$ cat src/rtl/ocf_pkg.sv
package ocf_pkg;
  localparam int CODE_W = 5;
  localparam int CFG_W  = 8;

  typedef struct packed {
    logic              bal_en;
    logic              prechg_en;
    logic              auto_rec;
    logic [CODE_W-1:0] code;
  } ocf_cfg_t;
endpackage

$ cat src/rtl/ocf_rst_sync.sv
module ocf_rst_sync #(
  parameter int STAGES = 2
) (
  input  logic clk,
  input  logic rst_n,
  output logic rst_sync_n
);
  logic [STAGES-1:0] sync_q;

  always_ff @(posedge clk or negedge rst_n) begin
    if (!rst_n) sync_q <= '0;
    else        sync_q <= {sync_q[STAGES-2:0], 1'b1};
  end

  assign rst_sync_n = sync_q[STAGES-1];
endmodule

$ cat src/rtl/ocf_cfg_reg.sv
module ocf_cfg_reg
  import ocf_pkg::*;
(
  input  logic             clk,
  input  logic             rst_n,
  input  logic             we,
  input  logic [CFG_W-1:0] wdata,
  output ocf_cfg_t         cfg
);
  ocf_cfg_t cfg_q, cfg_d;

  always_comb begin
    cfg_d = cfg_q;
    if (we) cfg_d = ocf_cfg_t'(wdata);
  end

  always_ff @(posedge clk or negedge rst_n) begin
    if (!rst_n) cfg_q <= '0;
    else        cfg_q <= cfg_d;
  end

  assign cfg = cfg_q;

  a_r2_cfg_only_on_write: assert property (@(posedge clk) disable iff (!rst_n)
    !we |=> $stable(cfg_q));
  a_r2_cfg_takes_write: assert property (@(posedge clk) disable iff (!rst_n)
    we |=> (cfg_q == ocf_cfg_t'($past(wdata))));
endmodule

$ cat src/rtl/ocf_delay_map.sv
module ocf_delay_map
  import ocf_pkg::*;
#(
  parameter int FINE_MS   = 20,
  parameter int COARSE_MS = 100,
  parameter int DLY_W     = 11
) (
  input  logic [CODE_W-1:0] code,
  output logic [DLY_W-1:0]  dly_ticks
);
  localparam int STEP_IDX_W = CODE_W - 1;

  logic [DLY_W-1:0] steps;

  always_comb begin
    steps = DLY_W'(code[STEP_IDX_W-1:0]) + DLY_W'(1);
    if (code[CODE_W-1]) dly_ticks = DLY_W'(steps * DLY_W'(COARSE_MS));
    else                dly_ticks = DLY_W'(steps * DLY_W'(FINE_MS));
  end
endmodule

$ cat src/rtl/ocf_qualifier.sv
module ocf_qualifier #(
  parameter int DLY_W = 11
) (
  input  logic             clk,
  input  logic             rst_n,
  input  logic             tick,
  input  logic             cmp,
  input  logic             armed,
  input  logic             reload,
  input  logic [DLY_W-1:0] dly_ticks,
  output logic             hit
);
  logic [DLY_W-1:0] cnt_q, cnt_d, cnt_inc;

  assign cnt_inc = cnt_q + DLY_W'(1);

  always_comb begin
    cnt_d = cnt_q;
    hit   = 1'b0;
    if (!armed || reload || !cmp) begin
      cnt_d = '0;
    end else if (tick) begin
      if (cnt_inc >= dly_ticks) begin
        hit   = 1'b1;
        cnt_d = '0;
      end else begin
        cnt_d = cnt_inc;
      end
    end
  end

  always_ff @(posedge clk or negedge rst_n) begin
    if (!rst_n) cnt_q <= '0;
    else        cnt_q <= cnt_d;
  end

  a_r5_low_restarts: assert property (@(posedge clk) disable iff (!rst_n)
    !cmp |=> (cnt_q == '0));
  a_r3_count_below_delay: assert property (@(posedge clk) disable iff (!rst_n)
    cnt_q < dly_ticks);
  a_r6_no_tick_holds: assert property (@(posedge clk) disable iff (!rst_n)
    (!tick && cmp && armed && !reload) |=> $stable(cnt_q));
endmodule

$ cat src/rtl/ocf_recovery.sv
module ocf_recovery #(
  parameter int HOLD_TICKS = 12800
) (
  input  logic clk,
  input  logic rst_n,
  input  logic tick,
  input  logic hit,
  input  logic auto_rec,
  input  logic cmp,
  input  logic chg,
  output logic fault
);
  localparam int HOLD_W = $clog2(HOLD_TICKS + 1);
  localparam logic [HOLD_W-1:0] HOLD_END = HOLD_W'(HOLD_TICKS);

  logic              fault_q, fault_d;
  logic [HOLD_W-1:0] hold_q, hold_d;
  logic              hold_done, release_ok;

  assign hold_done  = (hold_q == HOLD_END);
  assign release_ok = auto_rec ? !cmp : chg;

  always_comb begin
    fault_d = fault_q;
    hold_d  = hold_q;
    if (!fault_q) begin
      hold_d = '0;
      if (hit) fault_d = 1'b1;
    end else begin
      if (!hold_done && tick) hold_d = hold_q + HOLD_W'(1);
      if (hold_done && release_ok) fault_d = 1'b0;
    end
  end

  always_ff @(posedge clk or negedge rst_n) begin
    if (!rst_n) begin
      fault_q <= 1'b0;
      hold_q  <= '0;
    end else begin
      fault_q <= fault_d;
      hold_q  <= hold_d;
    end
  end

  assign fault = fault_q;

  a_r3_set_only_on_hit: assert property (@(posedge clk) disable iff (!rst_n)
    $rose(fault_q) |-> $past(hit));
  a_r8_clear_after_holdoff: assert property (@(posedge clk) disable iff (!rst_n)
    $fell(fault_q) |-> ($past(hold_q) == HOLD_END));
  a_r9_clear_cause_matches_mode: assert property (@(posedge clk) disable iff (!rst_n)
    $fell(fault_q) |-> ($past(auto_rec) ? !$past(cmp) : $past(chg)));
  a_r8_hold_bounded: assert property (@(posedge clk) disable iff (!rst_n)
    hold_q <= HOLD_END);
endmodule

$ cat src/rtl/dchg_ocp_timer.sv
module dchg_ocp_timer
  import ocf_pkg::*;
#(
  parameter int FINE_MS    = 20,
  parameter int COARSE_MS  = 100,
  parameter int HOLD_TICKS = 12800
) (
  input  logic       clk,
  input  logic       rst_n,
  input  logic       ms_tick,
  input  logic       oc_cmp,
  input  logic       chg_present,
  input  logic       cfg_we,
  input  logic [7:0] cfg_wdata,
  output logic       fault,
  output logic       dsg_en,
  output logic       prechg_en,
  output logic       bal_en
);
  localparam int STEPS   = 1 << (CODE_W - 1);
  localparam int MAX_DLY = (STEPS * COARSE_MS > STEPS * FINE_MS) ? STEPS * COARSE_MS : STEPS * FINE_MS;
  localparam int DLY_W   = $clog2(MAX_DLY + 1);

  logic             rst_sync_n;
  ocf_cfg_t         cfg;
  logic [DLY_W-1:0] dly_ticks;
  logic             hit;
  logic             fault_int;

  ocf_rst_sync #(.STAGES(2)) u_rst (
    .clk        (clk),
    .rst_n      (rst_n),
    .rst_sync_n (rst_sync_n)
  );

  ocf_cfg_reg u_cfg (
    .clk   (clk),
    .rst_n (rst_sync_n),
    .we    (cfg_we),
    .wdata (cfg_wdata),
    .cfg   (cfg)
  );

  ocf_delay_map #(.FINE_MS(FINE_MS), .COARSE_MS(COARSE_MS), .DLY_W(DLY_W)) u_map (
    .code      (cfg.code),
    .dly_ticks (dly_ticks)
  );

  ocf_qualifier #(.DLY_W(DLY_W)) u_qual (
    .clk       (clk),
    .rst_n     (rst_sync_n),
    .tick      (ms_tick),
    .cmp       (oc_cmp),
    .armed     (!fault_int),
    .reload    (cfg_we),
    .dly_ticks (dly_ticks),
    .hit       (hit)
  );

  ocf_recovery #(.HOLD_TICKS(HOLD_TICKS)) u_rec (
    .clk      (clk),
    .rst_n    (rst_sync_n),
    .tick     (ms_tick),
    .hit      (hit),
    .auto_rec (cfg.auto_rec),
    .cmp      (oc_cmp),
    .chg      (chg_present),
    .fault    (fault_int)
  );

  assign fault     = fault_int;
  assign dsg_en    = ~fault_int;
  assign prechg_en = cfg.prechg_en;
  assign bal_en    = cfg.bal_en;

  a_r10_write_keeps_fault: assert property (@(posedge clk) disable iff (!rst_sync_n)
    (cfg_we && fault_int && !(u_rec.hold_done)) |=> fault_int);
endmodule

$ cat config.mk
export PLATFORM = sky130hd
export DESIGN_NAME = dchg_ocp_timer
export DESIGN_NICKNAME = d
export VERILOG_FILES = /design/src/rtl/ocf_pkg.sv /design/src/rtl/ocf_rst_sync.sv /design/src/rtl/ocf_cfg_reg.sv /design/src/rtl/ocf_delay_map.sv /design/src/rtl/ocf_qualifier.sv /design/src/rtl/ocf_recovery.sv /design/src/rtl/dchg_ocp_timer.sv
export SDC_FILE = /design/constraint.sdc
export NUM_CORES = 1
export LEC_CHECK = 0
export BUFFER_PORTS_ARGS = -buffer_cell sky130_fd_sc_hd__clkbuf_2
export CAP_MARGIN = 0
export CORE_ASPECT_RATIO = 0.5
export CORE_MARGIN = 3
export CORE_UTILIZATION = 55
export DETAILED_ROUTE_END_ITERATION = 12
export PLACE_DENSITY = 0.74
export SLEW_MARGIN = 15
export SYNTH_ARGS = -nofsm -noshare
export SYNTH_HDL_FRONTEND = slang
export SYNTH_SLANG_ARGS = --single-unit
$ cat constraint.sdc
create_clock -name clk -period 1.45 [get_ports clk]
set_input_delay 0.0725 -clock clk [delete_from_list [all_inputs] [get_ports clk]]
set_output_delay 0.0725 -clock clk [all_outputs]
set_load 0.005 [all_outputs]
# [Yosys cells after proc, flatten, opt, wreduce, memory -nomap -nowiden]
# Cells that the tools add are included.
[word_totals] register_bits=36 input_bits=14 out_inout_bits=4 word_cells=37
[op_classes] addsub=3 multipliers=2 n_lt_le_gt_ge=1 eq_ne=2 muxes=13 bitwise_logic=1 reduce_logical=7
[op_table] cell="$mux W11" count=4
[op_table] cell="$mux W14" count=2
[op_table] cell="$add A14 B1 Y14 const B" count=1
[op_table] cell="$eq A14 B14 Y1 const B" count=1
[op_table] cell="$add A11 B1 Y11 const B" count=1
[op_table] cell="$ge A11 B11 Y1" count=1
[op_table] cell="$mul A11 B3 Y9 const B" count=1
[op_table] cell="$mul A11 B5 Y9 const B" count=1
[op_table] cell="$mux W1" count=7
[op_table] cell="$add A4 B1 Y5 const B" count=1
[op_table] cell="$logic_and A1 B1 Y1" count=2
[op_table] cell="$logic_not A1 Y1" count=2
[op_table] cell="$logic_or A1 B1 Y1" count=2
[op_table] cell="$ne A2 B2 Y1 const B" count=1
[op_table] cell="$reduce_bool A2 Y1" count=1
[op_table] cell="$not A1 Y1" count=1

# [Longest topological paths before layout]
[depth] depth_word=9 depth_mapped=16 depth_no_buf=15

# [Hierarchy]
# From an unflattened synthesis, not the netlist that was laid out.
[hier_totals] cells_unflattened=300 area_unflattened_um2=2850.2
[by_module_without_submodules] mod="ocf_qualifier" n_inst=1 cells_per_inst=111 area_each_um2=914.6 seq_area_each_um2=275.3
[by_module_without_submodules] mod="ocf_recovery" n_inst=1 cells_per_inst=88 area_each_um2=873.3 seq_area_each_um2=375.4
[by_module_without_submodules] mod="ocf_delay_map" n_inst=1 cells_per_inst=80 area_each_um2=673.1 seq_area_each_um2=0.0
[by_module_without_submodules] mod="ocf_cfg_reg" n_inst=1 cells_per_inst=17 area_each_um2=331.6 seq_area_each_um2=200.2
[by_module_without_submodules] mod="ocf_rst_sync" n_inst=1 cells_per_inst=3 area_each_um2=53.8 seq_area_each_um2=50.0
[by_module_without_submodules] mod="dchg_ocp_timer" n_inst=1 cells_per_inst=1 area_each_um2=3.8 seq_area_each_um2=0.0

# [Worst setup path after synthesis]
# No wires, ideal clock.
[synth_path] path_kind="reg2reg" startpoint="reg u_cfg.cfg_q, in the netlist u_cfg.cfg[0]" endpoint="reg u_qual.cnt_q[0]" setup_time_ps=76 t_arrival_ps=3817 required_ps=1374 path_slack_ps=-2444 stages_incl_launch_ff=15 n_path_buf=0 cell_sequence="dfrtp_1 > ha_1 > xor2_1 > ha_1 > ha_1 > a21o_1 > maj3_2 > a31o_1 > a2111oi_2 > a21oi_1 > ha_1 > a21oi_1 > o21ai_1 > or3_1 > o21ai_1"
[synth_via] elab_chain_len=7
[synth_rtl] element="from (decl)" line_no="ocf_cfg_reg.sv:10" rtl="ocf_cfg_t cfg_q, cfg_d;"
[synth_rtl] element="from (signal assigned)" line_no="ocf_cfg_reg.sv:19" rtl="else cfg_q <= cfg_d;"
[synth_rtl] element="$add A4 B1 Y5 *" line_no="ocf_delay_map.sv:16" rtl="steps = DLY_W'(code[STEP_IDX_W-1:0]) + DLY_W'(1);"
[synth_rtl] element="$mul A11 B3 Y9 / $mul A11 B5 Y9 (equally long branches)" line_no="ocf_delay_map.sv:18, ocf_delay_map.sv:17"
[synth_rtl] element="$mux W11 *" line_no="ocf_delay_map.sv:17" rtl="if (code[CODE_W-1]) dly_ticks = DLY_W'(steps * DLY_W'(COARSE_MS));"
[synth_rtl] element="$ge A11 B11 Y1 *" line_no="ocf_qualifier.sv:23" rtl="if (cnt_inc >= dly_ticks) begin"
[synth_rtl] element="$mux W11 *" line_no="ocf_qualifier.sv:23"
[synth_rtl] element="$mux W11 *" line_no="ocf_qualifier.sv:22" rtl="end else if (tick) begin"
[synth_rtl] element="$mux W11 *" line_no="ocf_qualifier.sv:20" rtl="if (!armed || reload || !cmp) begin"
[synth_rtl] element="to (signal assigned)" line_no="ocf_qualifier.sv:34" rtl="else cnt_q <= cnt_d;"
[synth_rtl] element="to (decl)" line_no="ocf_qualifier.sv:13" rtl="logic [DLY_W-1:0] cnt_q, cnt_d, cnt_inc;"
# Mark *: on every way between the ends. The rest lies on a longest branch, timed or not. The select of a mux whose other input is x is not followed.
# A chain may end at the register's enable or synchronous reset.

# [Final worst setup path]
[layout_path] startpoint="reg u_cfg.cfg_q, in the netlist u_cfg.cfg[1]" endpoint="reg u_qual.cnt_q[2]"
# Same word-level chain as after synthesis.

==> metrics.cfg <==
[global_route]
grt-ovfl-total = 0
grt_use_total = 0.234
grt_pass1_vias = 2174
antenna_found_initial = 0
grt_pass1_wl_mm = 9.68
grt_start_max_net_pins = 15

[final_layout]
layout_common_cells = buf_4, dfrtp_1, nor2_1
nNetsFinal = 369
drive_gt1_frac = 0.390
area_delta_synth_final_pct = 39.5
insertedDiodeCount = 0
layout.cells.non_filler = 380
layout_commonest_cell = buf_4

[timing]
fin_crit_sh = 2.42
fmax_mhz = 285
finalMaxSlewViolations = 0
finalHoldViolCount = 1
period_minus_slack_ns = 3.51
hold_ws_ns = -0.000359
fin_ws_ns = -2.06
setup_viol = 12
rsz0062_at_grt = yes
skew_ns = 0.0106

[floorplanning]
rows = 16
ios = 18
die_y_um = 53.3
start_util = 0.599
core_area_um2 = 4100
dieWidth_um = 101
dieArea_um2 = 5360

[clocking]
cts_root_buf = clkbuf_8
clock_insertion_delay_worst_skew_ns = 0.29
numCtsBuffers = 5
cts_tree = built
clk_pin_slew_ns = 0.07
cts.sink_count = 36
cts_max_path_buffers = 2
htree_levels = 2

[route]
drtPass1Iterations = 4
wirelength_mm = 5.99
dr_total_vias = 2091
avgRoutedWirePerCell_um = 15.8
drc = 0
drtIter0Drc = 103
vias_per_cell = 5.50
ant_nets = 0

[power]
power.leakage_uw = 0.00160
clkPwrFrac = 0.237
peakVddDrop_v = 0.000797
p_seq_frac = 0.370
p_comb_frac = 0.394
cellInternalPower_uw = 1980
switchingPower_uw = 983
swShare = 0.332
power_density_nw_per_um2 = 864

[status]
failed_checks = negative hold slack, negative setup slack
status = complete, but fails checks

[synthesis]
synth_cell_types = 43
synthesis.instances = 245
synth-seq-cells = 36
synth_flop_cell = dfrtp_1
synth_nets = 289
synthesis.area_um2 = 2460
synth_edf_count = 0
synthArstFlopShare = 1.00
yosysWarnings = 0
synth.avg_cell_area_um2 = 10.0
seq_area_frac_synth = 0.366

[setup_path]
worstPathArrival_ns = 3.72
rr_endpoint = u_qual.cnt_q[2]
worst_ep_required_time_ns = 1.65
r2r_slack_ns = -2.06
crit_type = register to register
reg2regPathDepth = 14
cp-start-kind = register
reg2reg_from = u_cfg.cfg[1]
end_kind = register
critical_path.startpoint = u_cfg.cfg[1]
path_max_fanout = 5

[worst_hold_path]
min_from = cfg_wdata[2]
worstHoldPathCells = 2
hp-class = primary input to register
min_to = u_cfg.cfg[2]

[placed_design]
pre_cts_slack_ns = -2.11
place.gp.congestion = 0.839
place_hpwl_mm = 4.31
placed_cells = 362
port_buffers = 17

[job]
cap_violations = 0

==> cells in the mapped netlist, drive strengths merged, types with 3 or more instances <==
library cell	n	area (um^2)
a21oi	9	45.0
nand4	4	25.0
clkbuf	5	18.8
mux2	7	78.8
xnor2	17	156
a21o	3	22.5
buf	3	12.5
xor2	16	140
mux2i	4	40.0
nand3	17	90.1
o21ai	8	40.0
inv	9	33.8
dfrtp	36	901
nor2	19	73.8
ha	29	363
maj3	3	31.3
and3	10	62.6
or3	3	18.8
and2	3	18.8
a32o	9	90.1
nand2	14	52.6
nor2b	3	18.8
==> power groups by stage <==
stage	Combinational [uW]	Sequential, uW	Clock, uW
after global routing	1290	1100	767
final	1170	1100	701
after floorplan	722	1100	0
after CTS	1100	1090	705
after detailed placement	1050	1110	0
after global placement	1010	1100	0
==> sequential cells by signal, indices dropped and copies added (netlist names) <==
| name | cells |
|---|---|
| u_qual.cnt_q | 11 |
| u_cfg.cfg | 8 |
| u_rec.hold_q | 14 |
| u_rec.fault | 1 |
| u_rst.sync_q | 2 |
==> final cells by class <==
cell class | count | area [um^2]
Clock buffer | 7 | 76.3
Clock inverter | 1 | 8.76
Fill cell | 247 | 672
Inverter | 9 | 37.5
Multi-Input combinational cell | 193 | 1770
Sequential cell | 36 | 903
Tap cell | 54 | 67.6
Timing Repair Buffer | 80 | 569
==> metrics by stage <==
stage	cell area (um^2)	utilization	setup TNS (ns)	total power (uW)
after floorplan	2620	-	-23.07	1820
after CTS	3290	0.801	-24.15	2890
after global routing	3430	0.836	-26.58	3170
after detailed placement	3140	0.764	-24.85	2150
final	3430	0.836	-24.43	2960
after global placement	3140	0.764	-23.94	2110
==> kinds of logic (layout without fill, tap and decap cells) <==
logic type      count (synthesis)  after routing  share of synthesized area
compound gates                 36             36                      0.105
fa+ha+maj                      33             33                      0.168
flops                          36             36                      0.366
simple gates                   78             79                      0.163
buf+inv                        17             97                     0.0264
xor+xnor                       33             33                      0.121
other cells                     1              1                    0.00152
mux                            11             11                     0.0483
==> routing by layer <==
metal | part of all wire | wire length, um | global-route usage | up-vias
met2 | 0.52 | 3090 | 0.441 | 39
met3 | 0.028 | 170 | 0.0408 | 11
met5 | 0 | 0 | 0 | -
met4 | 0.016 | 96 | 0.0783 | 0
met1 | 0.44 | 2630 | 0.273 | 1000
li1 | - | - | - | 1041
==> worst max path at each step <==
stage | end | slack (ns) | cells past startpoint
floorplan | u_qual.cnt_q[0] | -1.98 | 16
global placement | u_qual.cnt_q[3] | -2.01 | 15
CTS | u_qual.cnt_q[2] | -2.04 | 14
detailed placement | u_qual.cnt_q[2] | -2.11 | 14
finish | u_qual.cnt_q[2] | -2.06 | 14
global route | u_qual.cnt_q[5] | -2.21 | 14
==> what timing repair did <==
action	in CTS	in global routing
hold buffers	2	1
gates resized for setup	4	21
gates cloned	0	1
hold endpoints to repair	3	1
buffers inserted	3	3
pin swaps	7	14
setup endpoints to repair	14	21
==> critical path: stages, from the launching register on <==
cell and delay [ns]:
dfrtp_2 0.47, ha_4 0.20, and3_4 0.20, ha_4 0.28, ha_4 0.19, a21o_1 0.18, maj3_2 0.30, a31o_1 0.20
a2111oi_4 0.32, a21oi_2 0.06, ha_1 0.31, a21oi_2 0.14, o21ai_2 0.10, or3_1 0.34, o21ai_1 0.14
(Power assumes the default switching activity.)
